### config.mk
export PLATFORM = sky130hd
export DESIGN_NAME = cordic_sp_pair
export DESIGN_NICKNAME = d
export VERILOG_FILES = /design/src/rtl/cordic_sp_pkg.sv /design/src/rtl/cordic_sp_ctrl.sv /design/src/rtl/cordic_sp_stage.sv /design/src/rtl/cordic_sp_signs.sv /design/src/rtl/cordic_sp_pair.sv
export SDC_FILE = /design/constraint.sdc
export NUM_CORES = 1
export LEC_CHECK = 0
export BUFFER_PORTS_ARGS = -buffer_cell sky130_fd_sc_hd__buf_4
export CAP_MARGIN = 20
export CELL_PAD_IN_SITES_DETAIL_PLACEMENT = 0
export CELL_PAD_IN_SITES_GLOBAL_PLACEMENT = 1
export CORE_MARGIN = 3
export CORE_UTILIZATION = 49
export CTS_BUF_LIST = sky130_fd_sc_hd__clkbuf_4 sky130_fd_sc_hd__clkbuf_8
export CTS_CLUSTER_DIAMETER = 40
export DETAILED_ROUTE_END_ITERATION = 16
export HOLD_SLACK_MARGIN = 0.15
export PLACE_DENSITY = 0.9
export SLEW_MARGIN = 15
export SYNTH_ARGS = -nofsm -noshare
export SYNTH_HDL_FRONTEND = slang
export SYNTH_SLANG_ARGS = --single-unit
### constraint.sdc
create_clock -name clk -period 19.9 [get_ports clk]
set_input_delay 2.985 -clock clk [delete_from_list [all_inputs] [get_ports clk]]
set_output_delay 2.985 -clock clk [all_outputs]
set_load 0.05 [all_outputs]
### src/rtl/cordic_sp_pkg.sv
package cordic_sp_pkg;

  typedef enum logic [1:0] {
    MODE_CIRC = 2'd0,
    MODE_LIN  = 2'd1,
    MODE_HYP  = 2'd2,
    MODE_ALT  = 2'd3
  } mode_e;

  typedef enum logic {
    OP_VECTOR = 1'b0,
    OP_REPLAY = 1'b1
  } op_e;

  // Shift index used at step k; hyperbolic repeats 4 and 13 for convergence.
  function automatic int step_shift(mode_e m, int k);
    int s;
    s = k;
    if (m == MODE_HYP) begin
      s = k + 1;
      if (k >= 4)  s = s - 1;
      if (k >= 14) s = s - 1;
    end
    return s;
  endfunction

  // Number of micro-rotations for a given data width.
  function automatic int step_total(mode_e m, int w);
    int n;
    n = w;
    if (m == MODE_HYP) begin
      n = w - 1;
      if (w - 1 >= 4)  n = n + 1;
      if (w - 1 >= 13) n = n + 1;
    end
    return n;
  endfunction

endpackage

### src/rtl/cordic_sp_ctrl.sv
module cordic_sp_ctrl
  import cordic_sp_pkg::*;
#(
  parameter int W  = 16,
  parameter int KW = 5
) (
  input  logic          clk,
  input  logic          rst_n,
  input  logic          start,
  input  mode_e         mode_q,
  output logic          busy,
  output logic          load,
  output logic          last_step,
  output logic          done,
  output logic [KW-1:0] k
);

  logic [KW-1:0] k_last;

  assign k_last    = KW'(step_total(mode_q, W) - 1);
  assign load      = start & ~busy;
  assign last_step = busy & (k == k_last);

  always_ff @(posedge clk or negedge rst_n) begin
    if (!rst_n) begin
      busy <= 1'b0;
      k    <= '0;
      done <= 1'b0;
    end else begin
      done <= last_step;
      if (load) begin
        busy <= 1'b1;
        k    <= '0;
      end else if (busy) begin
        if (last_step) busy <= 1'b0;
        else           k    <= k + 1'b1;
      end
    end
  end

endmodule

### src/rtl/cordic_sp_stage.sv
module cordic_sp_stage
  import cordic_sp_pkg::*;
#(
  parameter int IW = 18,
  parameter int KW = 5
) (
  input  mode_e                 mode,
  input  logic                  dir_pos,
  input  logic [KW-1:0]         shamt,
  input  logic signed [IW-1:0]  a_i,
  input  logic signed [IW-1:0]  b_i,
  output logic signed [IW-1:0]  a_o,
  output logic signed [IW-1:0]  b_o
);

  // One micro-rotation of (a, b) in the chosen coordinate system.
  function automatic void micro(input mode_e m, input logic pos,
                                input logic [KW-1:0] sh,
                                input logic signed [IW-1:0] a,
                                input logic signed [IW-1:0] b,
                                output logic signed [IW-1:0] na,
                                output logic signed [IW-1:0] nb);
    logic signed [IW-1:0] sa;
    logic signed [IW-1:0] sb;
    sa = a >>> sh;
    sb = b >>> sh;
    nb = pos ? (b + sa) : (b - sa);
    case (m)
      MODE_LIN: na = a;
      MODE_HYP: na = pos ? (a + sb) : (a - sb);
      default:  na = pos ? (a - sb) : (a + sb);
    endcase
  endfunction

  always_comb begin
    micro(mode, dir_pos, shamt, a_i, b_i, a_o, b_o);
  end

endmodule

### src/rtl/cordic_sp_signs.sv
module cordic_sp_signs #(
  parameter int NS = 17,
  parameter int KW = 5
) (
  input  logic          clk,
  input  logic          rst_n,
  input  logic          load,
  input  logic [NS-1:0] load_val,
  input  logic          wr_en,
  input  logic [KW-1:0] idx,
  input  logic          bit_val,
  output logic [NS-1:0] q
);

  always_ff @(posedge clk or negedge rst_n) begin
    if (!rst_n)     q      <= '0;
    else if (load)  q      <= load_val;
    else if (wr_en) q[idx] <= bit_val;
  end

endmodule

### src/rtl/cordic_sp_pair.sv
module cordic_sp_pair
  import cordic_sp_pkg::*;
#(
  parameter int W = 16
) (
  input  logic                  clk,
  input  logic                  rst_n,
  input  logic                  start,
  input  logic [1:0]            mode,
  input  logic                  op,
  input  logic signed [W-1:0]   px_i,
  input  logic signed [W-1:0]   py_i,
  input  logic signed [W-1:0]   cx_i,
  input  logic signed [W-1:0]   cy_i,
  input  logic [W:0]            sign_i,
  output logic                  busy,
  output logic                  done,
  output logic signed [W+1:0]   px_o,
  output logic signed [W+1:0]   py_o,
  output logic signed [W+1:0]   cx_o,
  output logic signed [W+1:0]   cy_o,
  output logic [W:0]            sign_o
);

  localparam int IW = W + 2;
  localparam int NS = W + 1;
  localparam int KW = $clog2(NS + 1);

  mode_e                mode_q;
  op_e                  op_q;
  logic signed [IW-1:0] vx_q [2];
  logic signed [IW-1:0] vy_q [2];
  logic signed [IW-1:0] x_in [2];
  logic signed [IW-1:0] y_in [2];
  logic signed [IW-1:0] nx   [2];
  logic signed [IW-1:0] ny   [2];

  // Named internal events for the checker.
  logic          load_w;
  logic          last_w;
  logic [KW-1:0] k_w;
  logic          y_neg_w;
  logic          dir_pos_w;
  logic [KW-1:0] shamt_w;
  logic [NS-1:0] sign_q;

  assign x_in[0] = IW'(px_i);
  assign y_in[0] = IW'(py_i);
  assign x_in[1] = IW'(cx_i);
  assign y_in[1] = IW'(cy_i);

  cordic_sp_ctrl #(.W(W), .KW(KW)) u_ctrl (
    .clk       (clk),
    .rst_n     (rst_n),
    .start     (start),
    .mode_q    (mode_q),
    .busy      (busy),
    .load      (load_w),
    .last_step (last_w),
    .done      (done),
    .k         (k_w)
  );

  assign y_neg_w   = vy_q[0][IW-1];
  assign dir_pos_w = (op_q == OP_REPLAY) ? sign_q[k_w] : y_neg_w;
  assign shamt_w   = KW'(step_shift(mode_q, int'(k_w)));

  generate
    for (genvar g = 0; g < 2; g++) begin : g_lane
      cordic_sp_stage #(.IW(IW), .KW(KW)) u_stage (
        .mode    (mode_q),
        .dir_pos (dir_pos_w),
        .shamt   (shamt_w),
        .a_i     (vx_q[g]),
        .b_i     (vy_q[g]),
        .a_o     (nx[g]),
        .b_o     (ny[g])
      );
    end
  endgenerate

  cordic_sp_signs #(.NS(NS), .KW(KW)) u_signs (
    .clk      (clk),
    .rst_n    (rst_n),
    .load     (load_w),
    .load_val (op ? sign_i : '0),
    .wr_en    (busy & (op_q == OP_VECTOR)),
    .idx      (k_w),
    .bit_val  (y_neg_w),
    .q        (sign_q)
  );

  always_ff @(posedge clk or negedge rst_n) begin
    if (!rst_n) begin
      mode_q <= MODE_CIRC;
      op_q   <= OP_VECTOR;
      for (int g = 0; g < 2; g++) begin
        vx_q[g] <= '0;
        vy_q[g] <= '0;
      end
    end else if (load_w) begin
      mode_q <= mode_e'(mode);
      op_q   <= op_e'(op);
      for (int g = 0; g < 2; g++) begin
        vx_q[g] <= x_in[g];
        vy_q[g] <= y_in[g];
      end
    end else if (busy) begin
      for (int g = 0; g < 2; g++) begin
        vx_q[g] <= nx[g];
        vy_q[g] <= ny[g];
      end
    end
  end

  assign px_o   = vx_q[0];
  assign py_o   = vy_q[0];
  assign cx_o   = vx_q[1];
  assign cy_o   = vy_q[1];
  assign sign_o = sign_q;

endmodule

==> metrics <==
hold_buf cts 0; Peak Freq 121 MHz; Ports 178; vias in the first global route ~14000; synth unique cells 98; most frequent cells in the layout nand2_1 (247), buf_4 (200), a21oi_1 (165); Initial Utilization 0.501; Syn. warnings 0; crit share post-route 0.414; Setup WS post-layout 11.66 ns; CTS tree built; worst-path maximum fanout 53; Arr. time, crit path 8.55 ns; Post-synth EDFFs 0; Max Root-Sink Buffers 2; drc violations 0; routed vias 14400; Pre-Repair DR Iteration Count 6; WP buf/inv 2; PortBufs 177; antenna violation net count after detailed routing 0; minimum clock period ~8.2 ns; Slew @ Worst Pin 1.28 ns; Slew HR 0.149; Post-Synthesis Cells 1853; core area about 28000 sq um; Reg clk slew, reported paths around 0.12 ns; crit-path leading delay family compound AO/OA/AOI/OAI gates; Synth Register Bits 99; Synth top area share 0.177; clk_lat worst skew between 0.4 and 0.5 ns; buffer count from post-CTS setup fixing 0; DRT Wirelength roughly 47000 microns; number of fill cells approximately 2800; Max-Cap Viols 0; Final Slew Violations 0; top post-synthesis cells by area dfrtp_1 (18%), ha_1 (10%), mux2i_1 (9.1%), nand2_1 (6.6%), a21oi_1 (5.9%); chip height approximately 180 microns; GRT Total Usage 0.302; crit end category register; startpoint types register; cell accounting for the most synthesized area dfrtp_1; first-pass GRT wire length 75000 microns; Critical Path RT 20.22 ns; antenna violations before repair 0; worst hold path class reg -> reg; crit path max-delay cell type dfrtp_1; commonest non-fill, non-tap cell in the layout nand2_1; Finish-stage setup viols 0; Seq/Total Area, Yosys 0.177; top_reg_cell synth dfrtp_1; clock skew 0.0135 ns; global placement routability congestion 0.952; HPWL after DPL around 36000 microns; Die ar. 30700 sq um; Sink Count 99; grt ovf 0; mapped cell area 14000 sq um; routed length per instance 20.2 microns; synthesized net count 2058; worst setup path category reg -> reg; count of final hold-check violations 0; RSZ-0062 raised after global routing false; Die Wd 175 microns; syn_area_per_cell 7.57 sq um; n_diodes 0; CTS resizes 0; FP Rows 61; synth-to-layout area growth 12.2%; pin count of the biggest net entering global routing 82; cts bufs inserted 9; final core occ 0.562; nets 2153; Worst path max stage delay 0.88 ns; Initial DRC Count 1249; Post-synth ARST share 1.00; Setup WS pre-CTS 11.90 ns; setup tns final 0 ns; Clk Tree Root Cell clkbuf_8; share of layout cells above drive strength 1 0.147; outcome finished clean; Vias/cell 6.19; htree depth 3
Yosys cell counts, types with 7 or more instances:
cell type and instances:
and2_1 19, a21oi_1 165, a211o_1 11, xor2_1 31, o21ai_0 129, buf_2 14, o31ai_1 18, nor2b_1 17
o22ai_1 8, mux2i_1 127, o211ai_1 22, buf_1 20, nand2b_1 17, a22o_1 7, inv_1 80, a21o_1 37
nand4_1 8, nand3_1 56, or3_1 17, dfrtp_1 99, o21a_1 9, o21bai_1 20, and3_1 28, ha_1 112
mux4_2 7, a211oi_1 29, mux2_2 11, clkbuf_1 73, a221oi_1 8, a31o_2 7, nor2_1 120, nand2_1 248
xnor2_1 57, nor3_1 32, a31oi_1 28
metrics by stage:
| step | hold WS, ns | cell area (sq um) | cells |
|---|---|---|---|
| after floorplan | 0.487 | 14000 | 1853 |
| after global placement | 0.571 | 15500 | 2315 |
| final | 0.601 | 15700 | 2331 |
| after detailed placement | 0.580 | 15500 | 2315 |
| after CTS | 0.607 | 15700 | 2331 |
| after global routing | 0.620 | 15700 | 2331 |
cell type report:
type                            instances  area (sq um)  share of cell area
Tap cell                              378           473              0.0300
Clock inverter                          5          67.6             0.00429
Sequential cell                        99          2480               0.157
Multi-Input combinational cell       1558         10800               0.685
Inverter                               80           300              0.0191
Timing Repair Buffer                  200          1500              0.0954
Clock buffer                           11           145             0.00922
worst reg2reg max path, cell delays in order, from the launching register on:
cell and delay (ns):
dfrtp_1 0.88, inv_1 0.23, ha_1 0.40, xor2_1 0.36, ha_1 0.23, nand3b_1 0.13, o21ai_0 0.39, and2_2 0.22
buf_4 0.50, nor2_1 0.31, a22o_1 0.26, a221oi_1 0.44, o221ai_1 0.29, ha_1 0.35, nand2_1 0.05, o21ai_0 0.15
ha_1 0.35, a211o_1 0.30, a21oi_1 0.17, o21ai_0 0.15, a41oi_1 0.32, a21oi_1 0.17, a31oi_1 0.31, o21ai_0 0.29
xor2_1 0.26, mux2i_1 0.21, o211ai_1 0.10, a221oi_1 0.33
per-layer routing:
layer | track usage | share of wire
met3 | 0.0402 | 0.059
met4 | 0.0748 | 0.021
met2 | 0.481 | 0.46
met1 | 0.433 | 0.46
met5 | 0 | 0
kinds of logic after synthesis:
group / synth area share
compound gates: 0.285
xor+xnor: 0.0582
fa+ha+maj: 0.108
buf+inv: 0.0577
flops: 0.177
mux: 0.113
simple gates: 0.201
flip-flops by register name (all words and copies together) (netlist names), 2 cells and up:
name and cells:
cx_o 18, cy_o 18, px_o 18, py_o 18
u_signs.q 17, u_ctrl.k 5, mode_q 2
final timing paths:
kind                       depth (start not counted)   startpoint  slack [ns]     endpoint
max reg2reg                                       27  u_ctrl.k[0]       11.66     cy_o[17]
min                                                2    mode_q[0]        0.60    mode_q[0]
max in group asynchronous                          2        rst_n       16.12  u_ctrl.busy
min reg2reg                                        2    mode_q[0]        0.60    mode_q[0]
max                                               27  u_ctrl.k[0]       11.66     cy_o[17]
min in group asynchronous                          1        rst_n        2.56      cy_o[6]
Power is not shown: default switching activity piles up to over one toggle a cycle in this logic, so the estimate is an artifact.
